## src/rtl/bram_pkg.sv

```systemverilog
package bram_pkg;

   // Stack action resolved from the two request lines
   typedef enum logic [1:0] {
      STK_IDLE = 2'd0,
      STK_PUSH = 2'd1,
      STK_POP  = 2'd2
   } stk_op_e;

   // Which writer owns a row in a given cycle, highest priority first
   typedef enum logic [2:0] {
      SRC_NONE  = 3'd0,
      SRC_STACK = 3'd1,
      SRC_BYTE  = 3'd2,
      SRC_REG   = 3'd3,
      SRC_BIT   = 3'd4
   } wr_src_e;

endpackage

```

## src/rtl/bram_stack_ctrl.sv

```systemverilog
module bram_stack_ctrl
   import bram_pkg::*;
#(
   parameter int SP_W     = 8,
   parameter int ADDR_W   = 7,
   parameter int SP_RESET = 7
) (
   input  logic              clk,
   input  logic              rst_n,
   input  logic              push_req,
   input  logic              pop_req,
   output stk_op_e           op,
   output logic [SP_W-1:0]   sp,
   output logic [ADDR_W-1:0] push_addr,
   output logic [ADDR_W-1:0] top_addr
);

   localparam logic [SP_W-1:0] SP_INIT = SP_W'(SP_RESET);
   localparam logic [SP_W-1:0] SP_ONE  = SP_W'(1);

   logic [SP_W-1:0] sp_inc;
   logic [SP_W-1:0] sp_dec;

   always_comb begin
      op = STK_IDLE;
      if (push_req && !pop_req) op = STK_PUSH;
      else if (pop_req && !push_req) op = STK_POP;
   end

   assign sp_inc    = sp + SP_ONE;
   assign sp_dec    = sp - SP_ONE;
   assign push_addr = sp_inc[ADDR_W-1:0];
   assign top_addr  = sp[ADDR_W-1:0];

   always_ff @(posedge clk) begin
      if (!rst_n) begin
         sp <= SP_INIT;
      end else begin
         case (op)
            STK_PUSH: sp <= sp_inc;
            STK_POP:  sp <= sp_dec;
            default:  sp <= sp;
         endcase
      end
   end

endmodule

```

## src/rtl/bram_decode.sv

```systemverilog
module bram_decode #(
   parameter int ADDR_W    = 7,
   parameter int BANK_W    = 2,
   parameter int REG_W     = 3,
   parameter int BITADDR_W = 7,
   parameter int BITPOS_W  = 3,
   parameter int BIT_BASE  = 32
) (
   input  logic [BANK_W-1:0]    bank_sel,
   input  logic [REG_W-1:0]     reg_num,
   input  logic [BITADDR_W-1:0] bit_addr,
   output logic [ADDR_W-1:0]    reg_addr,
   output logic [ADDR_W-1:0]    bit_byte,
   output logic [BITPOS_W-1:0]  bit_pos
);

   localparam int              BANKREG_W = BANK_W + REG_W;
   localparam int              BYTESEL_W = BITADDR_W - BITPOS_W;
   localparam logic [ADDR_W-1:0] BASE_A  = ADDR_W'(BIT_BASE);

   logic [BANKREG_W-1:0] bank_reg;
   logic [BYTESEL_W-1:0] byte_sel;

   // Bank bits sit above the register number
   assign bank_reg = {bank_sel, reg_num};
   assign reg_addr = ADDR_W'(bank_reg);

   // Upper bit-address bits pick the byte, lower ones the bit in it
   assign byte_sel = bit_addr[BITADDR_W-1:BITPOS_W];
   assign bit_pos  = bit_addr[BITPOS_W-1:0];
   assign bit_byte = BASE_A + ADDR_W'(byte_sel);

endmodule

```

## src/rtl/bram_store.sv

```systemverilog
module bram_store
   import bram_pkg::*;
#(
   parameter int DEPTH       = 128,
   parameter int DATA_W      = 8,
   parameter int ADDR_W      = 7,
   parameter int BITPOS_W    = 3,
   parameter int NRD         = 4,
   parameter bit RESET_CLEAR = 1'b1
) (
   input  logic                clk,
   input  logic                rst_n,
   input  logic                stk_we,
   input  logic [ADDR_W-1:0]   stk_addr,
   input  logic [DATA_W-1:0]   stk_data,
   input  logic                byte_we,
   input  logic [ADDR_W-1:0]   byte_addr,
   input  logic [DATA_W-1:0]   byte_data,
   input  logic                reg_we,
   input  logic [ADDR_W-1:0]   reg_addr,
   input  logic [DATA_W-1:0]   reg_data,
   input  logic                bit_we,
   input  logic [ADDR_W-1:0]   bit_byte,
   input  logic [BITPOS_W-1:0] bit_pos,
   input  logic                bit_val,
   input  logic [ADDR_W-1:0]   rd_addr [NRD],
   output logic [DATA_W-1:0]   rd_data [NRD]
);

   logic [DATA_W-1:0] row_q [DEPTH];

   for (genvar g = 0; g < DEPTH; g++) begin : g_row
      localparam logic [ADDR_W-1:0] ROW_A = ADDR_W'(g);

      wr_src_e           src;
      logic [DATA_W-1:0] q;
      logic [DATA_W-1:0] bit_next;

      // Fixed priority: stack, byte port, register port, bit port
      always_comb begin
         src = SRC_NONE;
         if (stk_we && stk_addr == ROW_A)        src = SRC_STACK;
         else if (byte_we && byte_addr == ROW_A) src = SRC_BYTE;
         else if (reg_we && reg_addr == ROW_A)   src = SRC_REG;
         else if (bit_we && bit_byte == ROW_A)   src = SRC_BIT;
      end

      always_comb begin
         bit_next          = q;
         bit_next[bit_pos] = bit_val;
      end

      if (RESET_CLEAR) begin : g_rst
         always_ff @(posedge clk) begin
            if (!rst_n) begin
               q <= '0;
            end else begin
               case (src)
                  SRC_STACK: q <= stk_data;
                  SRC_BYTE:  q <= byte_data;
                  SRC_REG:   q <= reg_data;
                  SRC_BIT:   q <= bit_next;
                  default:   q <= q;
               endcase
            end
         end
      end else begin : g_nrst
         always_ff @(posedge clk) begin
            case (src)
               SRC_STACK: q <= stk_data;
               SRC_BYTE:  q <= byte_data;
               SRC_REG:   q <= reg_data;
               SRC_BIT:   q <= bit_next;
               default:   q <= q;
            endcase
         end
      end

      assign row_q[g] = q;
   end

   for (genvar r = 0; r < NRD; r++) begin : g_rd
      assign rd_data[r] = row_q[rd_addr[r]];
   end

endmodule

```

## src/rtl/banked_scratch_ram.sv

```systemverilog
module banked_scratch_ram
   import bram_pkg::*;
#(
   parameter int DATA_W      = 8,
   parameter int ADDR_W      = 7,
   parameter int BANK_W      = 2,
   parameter int REG_W       = 3,
   parameter int BITADDR_W   = 7,
   parameter int BIT_BASE    = 32,
   parameter int SP_W        = 8,
   parameter int SP_RESET    = 7,
   parameter bit RESET_CLEAR = 1'b1
) (
   input  logic                 clk,
   input  logic                 rst_n,
   input  logic [BANK_W-1:0]    bank_sel,
   input  logic [ADDR_W-1:0]    byte_addr,
   input  logic [DATA_W-1:0]    byte_wdata,
   input  logic                 byte_we,
   output logic [DATA_W-1:0]    byte_rdata,
   input  logic [REG_W-1:0]     reg_num,
   input  logic [DATA_W-1:0]    reg_wdata,
   input  logic                 reg_we,
   output logic [DATA_W-1:0]    reg_rdata,
   input  logic [BITADDR_W-1:0] bit_addr,
   input  logic                 bit_we,
   input  logic                 bit_wval,
   output logic                 bit_rdata,
   input  logic                 push_req,
   input  logic [DATA_W-1:0]    push_data,
   input  logic                 pop_req,
   output logic [DATA_W-1:0]    pop_data,
   output logic [SP_W-1:0]      sp_out
);

   localparam int DEPTH     = 1 << ADDR_W;
   localparam int BITPOS_W  = $clog2(DATA_W);
   localparam int BIT_BYTES = (1 << BITADDR_W) / DATA_W;
   localparam int BANK_SPAN = 1 << (BANK_W + REG_W);
   localparam int NRD       = 4;
   localparam int RD_BYTE   = 0;
   localparam int RD_REG    = 1;
   localparam int RD_BIT    = 2;
   localparam int RD_TOP    = 3;

   // Elaboration-time parameter checks
   if (BANK_SPAN > BIT_BASE) begin : g_bad_banks
      $error("register banks overlap the bit region");
   end
   if (BIT_BASE + BIT_BYTES > DEPTH) begin : g_bad_bitrange
      $error("bit region runs past the end of the storage");
   end
   if ((1 << BITPOS_W) != DATA_W) begin : g_bad_dataw
      $error("data width must be a power of two");
   end
   if (SP_W < ADDR_W) begin : g_bad_spw
      $error("stack pointer narrower than the address");
   end

   stk_op_e             stk_op;
   logic [ADDR_W-1:0]   push_addr;
   logic [ADDR_W-1:0]   top_addr;
   logic [ADDR_W-1:0]   reg_addr;
   logic [ADDR_W-1:0]   bit_byte;
   logic [BITPOS_W-1:0] bit_pos;
   logic [ADDR_W-1:0]   rd_addr [NRD];
   logic [DATA_W-1:0]   rd_data [NRD];
   logic                stk_we;
   logic [DATA_W-1:0]   bit_row;

   bram_stack_ctrl #(
      .SP_W     (SP_W),
      .ADDR_W   (ADDR_W),
      .SP_RESET (SP_RESET)
   ) u_stack (
      .clk       (clk),
      .rst_n     (rst_n),
      .push_req  (push_req),
      .pop_req   (pop_req),
      .op        (stk_op),
      .sp        (sp_out),
      .push_addr (push_addr),
      .top_addr  (top_addr)
   );

   bram_decode #(
      .ADDR_W    (ADDR_W),
      .BANK_W    (BANK_W),
      .REG_W     (REG_W),
      .BITADDR_W (BITADDR_W),
      .BITPOS_W  (BITPOS_W),
      .BIT_BASE  (BIT_BASE)
   ) u_decode (
      .bank_sel (bank_sel),
      .reg_num  (reg_num),
      .bit_addr (bit_addr),
      .reg_addr (reg_addr),
      .bit_byte (bit_byte),
      .bit_pos  (bit_pos)
   );

   assign stk_we           = (stk_op == STK_PUSH);
   assign rd_addr[RD_BYTE] = byte_addr;
   assign rd_addr[RD_REG]  = reg_addr;
   assign rd_addr[RD_BIT]  = bit_byte;
   assign rd_addr[RD_TOP]  = top_addr;

   bram_store #(
      .DEPTH       (DEPTH),
      .DATA_W      (DATA_W),
      .ADDR_W      (ADDR_W),
      .BITPOS_W    (BITPOS_W),
      .NRD         (NRD),
      .RESET_CLEAR (RESET_CLEAR)
   ) u_store (
      .clk       (clk),
      .rst_n     (rst_n),
      .stk_we    (stk_we),
      .stk_addr  (push_addr),
      .stk_data  (push_data),
      .byte_we   (byte_we),
      .byte_addr (byte_addr),
      .byte_data (byte_wdata),
      .reg_we    (reg_we),
      .reg_addr  (reg_addr),
      .reg_data  (reg_wdata),
      .bit_we    (bit_we),
      .bit_byte  (bit_byte),
      .bit_pos   (bit_pos),
      .bit_val   (bit_wval),
      .rd_addr   (rd_addr),
      .rd_data   (rd_data)
   );

   assign byte_rdata = rd_data[RD_BYTE];
   assign reg_rdata  = rd_data[RD_REG];
   assign pop_data   = rd_data[RD_TOP];
   assign bit_row    = rd_data[RD_BIT];
   assign bit_rdata  = bit_row[bit_pos];

endmodule

```

## config.mk

```make
export PLATFORM = sky130hd
export DESIGN_NAME = banked_scratch_ram
export DESIGN_NICKNAME = d
export VERILOG_FILES = /design/src/rtl/bram_pkg.sv /design/src/rtl/bram_stack_ctrl.sv /design/src/rtl/bram_decode.sv /design/src/rtl/bram_store.sv /design/src/rtl/banked_scratch_ram.sv
export SDC_FILE = /design/constraint.sdc
export NUM_CORES = 2
export LEC_CHECK = 0
export BUFFER_PORTS_ARGS = -buffer_cell sky130_fd_sc_hd__buf_2
export CAP_MARGIN = 20
export CORE_ASPECT_RATIO = 0.7
export CORE_UTILIZATION = 45
export DETAILED_ROUTE_END_ITERATION = 6
export PLACE_DENSITY = 0.61
export SLEW_MARGIN = 20
export SYNTH_ARGS = -nofsm -noshare
export SYNTH_HDL_FRONTEND = slang
export SYNTH_SLANG_ARGS = --single-unit
```

## constraint.sdc

```tcl
create_clock -name clk -period 9.1 [get_ports clk]
set_input_delay 0.455 -clock clk [delete_from_list [all_inputs] [get_ports clk]]
set_output_delay 0.455 -clock clk [all_outputs]
set_load 0.05 [all_outputs]
```

# Word-level counts from Yosys, hierarchy flattened
# Index checks and enable logic that the tools add are counted.
# Widths: inputs -> output; s select.
# op_classes
n_eq_ne	926
order_cmp	6
bitwise	4
addsub	3
reduce_logical	554
muxes	691
# op_table
operator	count
$pmux 8 s4	128
$eq 7x7->1 const B	192
$mux 3	416
$bwmux 8	128
$eq 3x2->1 const B	256
$eq 7x6->1 const B	96
$reduce_bool 4->1	128
$logic_and 1x1->1	419
$eq 3x1->1 const B	128
$eq 3x3->1 const B	128
$eq 7x5->1 const B	48
$bmux 8 s7	4
$eq 7x4->1 const B	24
$eq 7x3->1 const B	12
$eq 5x5->1 const B	16
$mux 8	8
$eq 7x2->1 const B	6
$eq 5x4->1 const B	8
$ge 8x8->1 const B	4
$logic_not 7->1	4
$not 7->8	3
$eq 7x1->1 const B	3
$eq 5x3->1 const B	4
$pmux 8 s2	1
16 further kinds	20
# word_totals
input_bits	51
elab_cells	2313
register_bits	1032
output_inout_bits	33

# Depth between registers and ports, before layout
# depth
word_depth	9
mapped_depth	14
mapped_depth_nobuf	7

# Cells and area by module
# From an unflattened synthesis, not the netlist that was laid out.
# hier_totals
cells_unflattened	12220
hier_area_um2	105448.6
# modules_own_cells
module	seq_area_each_um2	area_each_um2	n_inst	cells_per_inst
bram_store	20499.7	104586.6	1	12120
bram_stack_ctrl	160.2	656.9	1	77
bram_decode	0.0	135.1	1	19
banked_scratch_ram	0.0	70.1	1	4

# Worst setup path before layout
# Ideal clock, no wire load.
# synth_timing
path_kind	input-to-output
start	in byte_addr[1]
end	out byte_rdata[3]
cell_stages	9
arrival_time_ns	3.718
n_path_buf	5
required_ns	8.645
slack_ns	4.927
cell_sequence	buf_2 > buf_4 > buf_2 > buf_2 > buf_1 > a211oi_1 > a21oi_1 > mux2i_1 > o311ai_0
# synth_between
elab_chain_cells	4
# synth_rtl
item	line_no	source
start: declaration	banked_scratch_ram.sv:17	input logic [ADDR_W-1:0] byte_addr,
$not 7->8 (not written as such)	bram_store.sv:83	assign rd_data[r] = row_q[rd_addr[r]];
$bmux 8 s7	bram_store.sv:83	
$mux 8 (not written as such) (2 in a row)	bram_store.sv:83	
end: declaration	banked_scratch_ram.sv:20	output logic [DATA_W-1:0] byte_rdata,
# Every way passes these cells. The select of a mux whose other input is x is not followed.

# Final worst setup path
# layout_timing
start	reg u_stack.sp[1]
end	out pop_data[3]
# layout_between
elab_chain_cells	4
# layout_rtl
item	line_no	source
start: declaration	bram_stack_ctrl.sv:13	output logic [SP_W-1:0] sp,
start signal: assignment	bram_stack_ctrl.sv:40	STK_PUSH: sp <= sp_inc;
start signal: assignment	bram_stack_ctrl.sv:41	STK_POP: sp <= sp_dec;
start signal: assignment	bram_stack_ctrl.sv:42	default: sp <= sp;
$not 7->8 (not written as such)	bram_store.sv:83	
$bmux 8 s7	bram_store.sv:83	
$mux 8 (not written as such) (2 in a row)	bram_store.sv:83	
end: declaration	banked_scratch_ram.sv:32	output logic [DATA_W-1:0] pop_data,
# Every way passes these cells. The select of a mux whose other input is x is not followed.

==> flow_metrics.env <==
export IMPL_status="finished, violations left"
export IMPL_violations="DRC"
export IMPL_die_h_um=336.1
export IMPL_synth_area_leaders="dfxtp_1 (29%), mux4_2 (19%), mux2i_1 (6.6%)"
export IMPL_finalMaxSlewViolations=0
export IMPL_ios=84
export IMPL_ctsHoldBuffers=0
export IMPL_grt_pass1_wl_mm=504.7
export IMPL_antenna_found_initial=32
export IMPL_remaining_drc_errors=20
export IMPL_rr_endpoint="u_store.g_row[106].q[0]"
export IMPL_synth_top_family_by_area="multiplexers"
export IMPL_worst_endpoint_arrival_ns=5.66
export IMPL_r2r_slack_ns=3.95
export IMPL_synth_compound_area_share_pct=20.67
export IMPL_gp_congestion=1.051
export IMPL_tightest_slew_ns=1.367
export IMPL_final_util_pct=48.27
export IMPL_grt_pass1_vias=66240
export IMPL_postSynthNetCount=8168
export IMPL_grt_setup_unrepaired="no"
export IMPL_via_per_inst=7.716
export IMPL_finClkSkew_ns=0.03663
export IMPL_post_cts_buffers=0
export IMPL_initial_core_util_pct=45.38
export IMPL_hp_class="input port to flop"
export IMPL_synth_enable_flop_cells=0
export IMPL_track_usage_pct=42.90
export IMPL_die_w_um=479.3
export IMPL_finalHoldViolCount=0
export IMPL_wl_per_cell_um=36.83
export IMPL_place_hpwl_mm=227.4
export IMPL_crit_fanout=50
export IMPL_power_leakage_uw=0.02501
export IMPL_setup_tns_final_ns=0
export IMPL_whs_endpoint="u_store.g_row[54].q[0]"
export IMPL_hold_path_depth=3
export IMPL_slew_headroom_pct=8.781
export IMPL_numPortBuffers=83
export IMPL_holdCritStartpoint="push_data[0]"
export IMPL_power_density_nw_per_um2=152.5
export IMPL_ant_nets=0
export IMPL_cts_buffer_depth=3
export IMPL_synth_xor_xnor_area_share_pct=0.06102
export IMPL_synth_cell_types=99
export IMPL_postCtsResizedCells=0
export IMPL_clock_sinks=1032
export IMPL_initialDrtViolationCount=15120
export IMPL_drive_gt1_share_pct=16.65
export IMPL_vdd_drop_max_v=0.0001486
export IMPL_setup_violations=0
export IMPL_ys_flop_type="dfxtp_1"
export IMPL_clkLatencyLatePin_ns=0.80
export IMPL_worstSetupStartpointType="flop"
export IMPL_cts_root_buf="clkbuf_16"
export IMPL_finalNetCount=7593
export IMPL_clkTransAtPathRegs_ns=0.07
export IMPL_seq_area_frac_synth_pct=28.79
export IMPL_syn_avg_cell_area_um2=8.850
export IMPL_crit_path_end_kind="output port"
export IMPL_drt_wl_total_mm=359.0
export IMPL_synth_seq_cells=1032
export IMPL_fillerInstances=14800
export IMPL_dr_total_vias=75190
export IMPL_yosysTopAreaCell="dfxtp_1"
export IMPL_core_um2=158100
export IMPL_period_needed_ns=6.117
export IMPL_synth_area_mux_share_pct=27.34
export IMPL_synthAdderAreaFrac_pct=0.1395
export IMPL_fp_dieArea_um2=161100
export IMPL_crit_required_ns=8.65
export IMPL_drv_cap=0
export IMPL_timing_rr_start="u_stack.sp[2]"
export IMPL_ff2ff_path_depth=6
export IMPL_post_route_period_util_pct=67.22
export IMPL_cts_buffers=107
export IMPL_yosys_warnings=0
export IMPL_critical_path_class="flop to output port"
export IMPL_synthSimpleGateAreaFrac_pct=17.30
export IMPL_overflow=0
export IMPL_ys_async_sr_fraction_pct=0
export IMPL_syn_area_um2=71760
export IMPL_yosysTopAreaCellShare_pct=28.79
export IMPL_syn_inst=8109
export IMPL_rows=122
export IMPL_syn2layout_area_growth_pct=6.364
export IMPL_cts_tree="yes"
export IMPL_grt_max_degree=205
export IMPL_dr_pass1_iters=7
export IMPL_h_tree_depth=3
export IMPL_fmax_ghz=0.1635
-- state kept, by name, indices dropped and copies added, names as in the netlist --
register         flops
u_store.g_row.q   1024
u_stack.sp           8
-- synthesized netlist by cell type (8+ instances only) --
| library cell | n |
|---|---|
| nor2_1 | 1128 |
| nand3b_1 | 9 |
| o21ai_0 | 384 |
| nor2b_1 | 27 |
| nand4_1 | 17 |
| dfxtp_1 | 1032 |
| nand2_1 | 910 |
| o211a_1 | 68 |
| clkbuf_1 | 634 |
| nand2b_1 | 31 |
| nor4_1 | 16 |
| nor3_1 | 87 |
| o211ai_1 | 68 |
| a221oi_1 | 12 |
| nor4bb_1 | 9 |
| mux2_2 | 96 |
| a21oi_1 | 194 |
| a2111oi_0 | 10 |
| a22o_1 | 10 |
| a31oi_1 | 80 |
| nor2_2 | 8 |
| nand3_1 | 504 |
| a311oi_1 | 497 |
| inv_1 | 17 |
| a211oi_1 | 405 |
| ha_1 | 8 |
| or3_1 | 17 |
| buf_6 | 8 |
| o221a_2 | 8 |
| o22ai_1 | 183 |
| buf_1 | 60 |
| a22oi_1 | 34 |
| and3_1 | 15 |
| mux2i_1 | 474 |
| buf_2 | 199 |
| mux4_2 | 611 |
| and2_1 | 26 |
| buf_4 | 41 |
-- critical path: stages, from the launching register on --
cell	delay [ns]
dfxtp_4	0.49
buf_4	0.62
buf_4	0.82
mux4_2	0.47
mux2i_1	0.24
o221ai_1	0.62
a211oi_2	0.95
a41oi_1	0.28
buf_2	0.32
-- worst max-delay path by stage --
| stage | startpoint | end | slack, ns | cells past startpoint |
|---|---|---|---|---|
| floorplan | byte_addr[1] | byte_rdata[3] | 4.93 | 9 |
| global placement | u_stack.sp[1] | pop_data[3] | 3.82 | 8 |
| detailed placement | byte_addr[0] | byte_rdata[4] | 4.21 | 9 |
| CTS | u_stack.sp[1] | pop_data[3] | 3.43 | 8 |
| global route | u_stack.sp[1] | pop_data[3] | 3.18 | 8 |
| finish | u_stack.sp[1] | pop_data[3] | 2.98 | 8 |
-- kinds of logic after synthesis --
logic type / count (synthesis)
flip-flops: 1032
multiplexers: 1184
XOR/XNOR: 5
buffers and inverters: 965
AO/OA/AOI/OAI: 2045
adder cells (fa/ha/maj): 8
AND/OR/NAND/NOR: 2870
-- layer usage --
| layer | GRT usage (%) | vias to the layer above | wire [µm] | share of wire (%) |
|---|---|---|---|---|
| met5 | 1.471 | - | 565 | 0.16 |
| met4 | 20.27 | 40 | 20300 | 5.7 |
| met3 | 23.55 | 1282 | 72120 | 20 |
| met2 | 54.45 | 7299 | 133700 | 37 |
| met1 | 57.68 | 36640 | 132300 | 37 |
| li1 | - | 29930 | - | - |
-- per-stage QoR --
stage	std cells	total power [µW]	hold slack, ns	setup WS, ns	cell area (µm²)
global placement	9530	6848	0.4784	3.824	72620
detailed placement	9531	6862	0.4870	4.210	72650
CTS	9727	11430	0.05219	3.429	76210
finish	9745	11640	0.1090	2.983	76330
global route	9735	11740	0.1314	3.183	76300
floorplan	8109	6043	0.4648	4.927	71760
-- area by class of cell --
cell class / count / area, µm² / area share [%]
Clock inverter: 41 / 442.9 / 0.5803
Timing Repair Buffer: 259 / 1984 / 2.600
Multi-Input combinational cell: 6112 / 47340 / 62.02
Clock buffer: 155 / 3118 / 4.085
Antenna cell: 16 / 40.04 / 0.05246
Inverter: 22 / 90.09 / 0.1180
Sequential cell: 1032 / 20680 / 27.09
Tap cell: 2108 / 2638 / 3.456
-- power by group --
group | internal, µW | leakage (µW) | switching, µW
clock | 2530 | 0.00174 | 2170
combinational | 581 | 0.0149 | 1660
sequential | 4580 | 0.00833 | 120
-- cells in the final DEF (no fill, tap or decap), types with 8 or more instances in the layout --
cell type,n
nor2_1,1121
dfxtp_1,1027
nand2_1,909
mux4_2,611
nand3_1,504
a311oi_1,495
mux2i_1,473
a211oi_1,404
o21ai_0,383
a21oi_1,194
o22ai_1,183
buf_4,170
clkbuf_16,107
mux2_2,96
nor3_1,84
a31oi_1,79
o211ai_1,68
o211a_1,68
buf_2,59
a22oi_1,34
nand2b_1,31
clkbuf_8,27
nor2b_1,26
clkinv_2,22
clkbuf_1,22
and2_1,21
buf_6,19
or3_1,17
nand4_1,17
diode_2,16
inv_1,14
nor2_2,13
a221oi_1,12
nor4_1,12
and3_1,12
a22o_1,10
nand3b_1,9
nor3_2,8
o221a_2,8
ha_1,8
No activity file was read; power rests on OpenSTA's default activity.
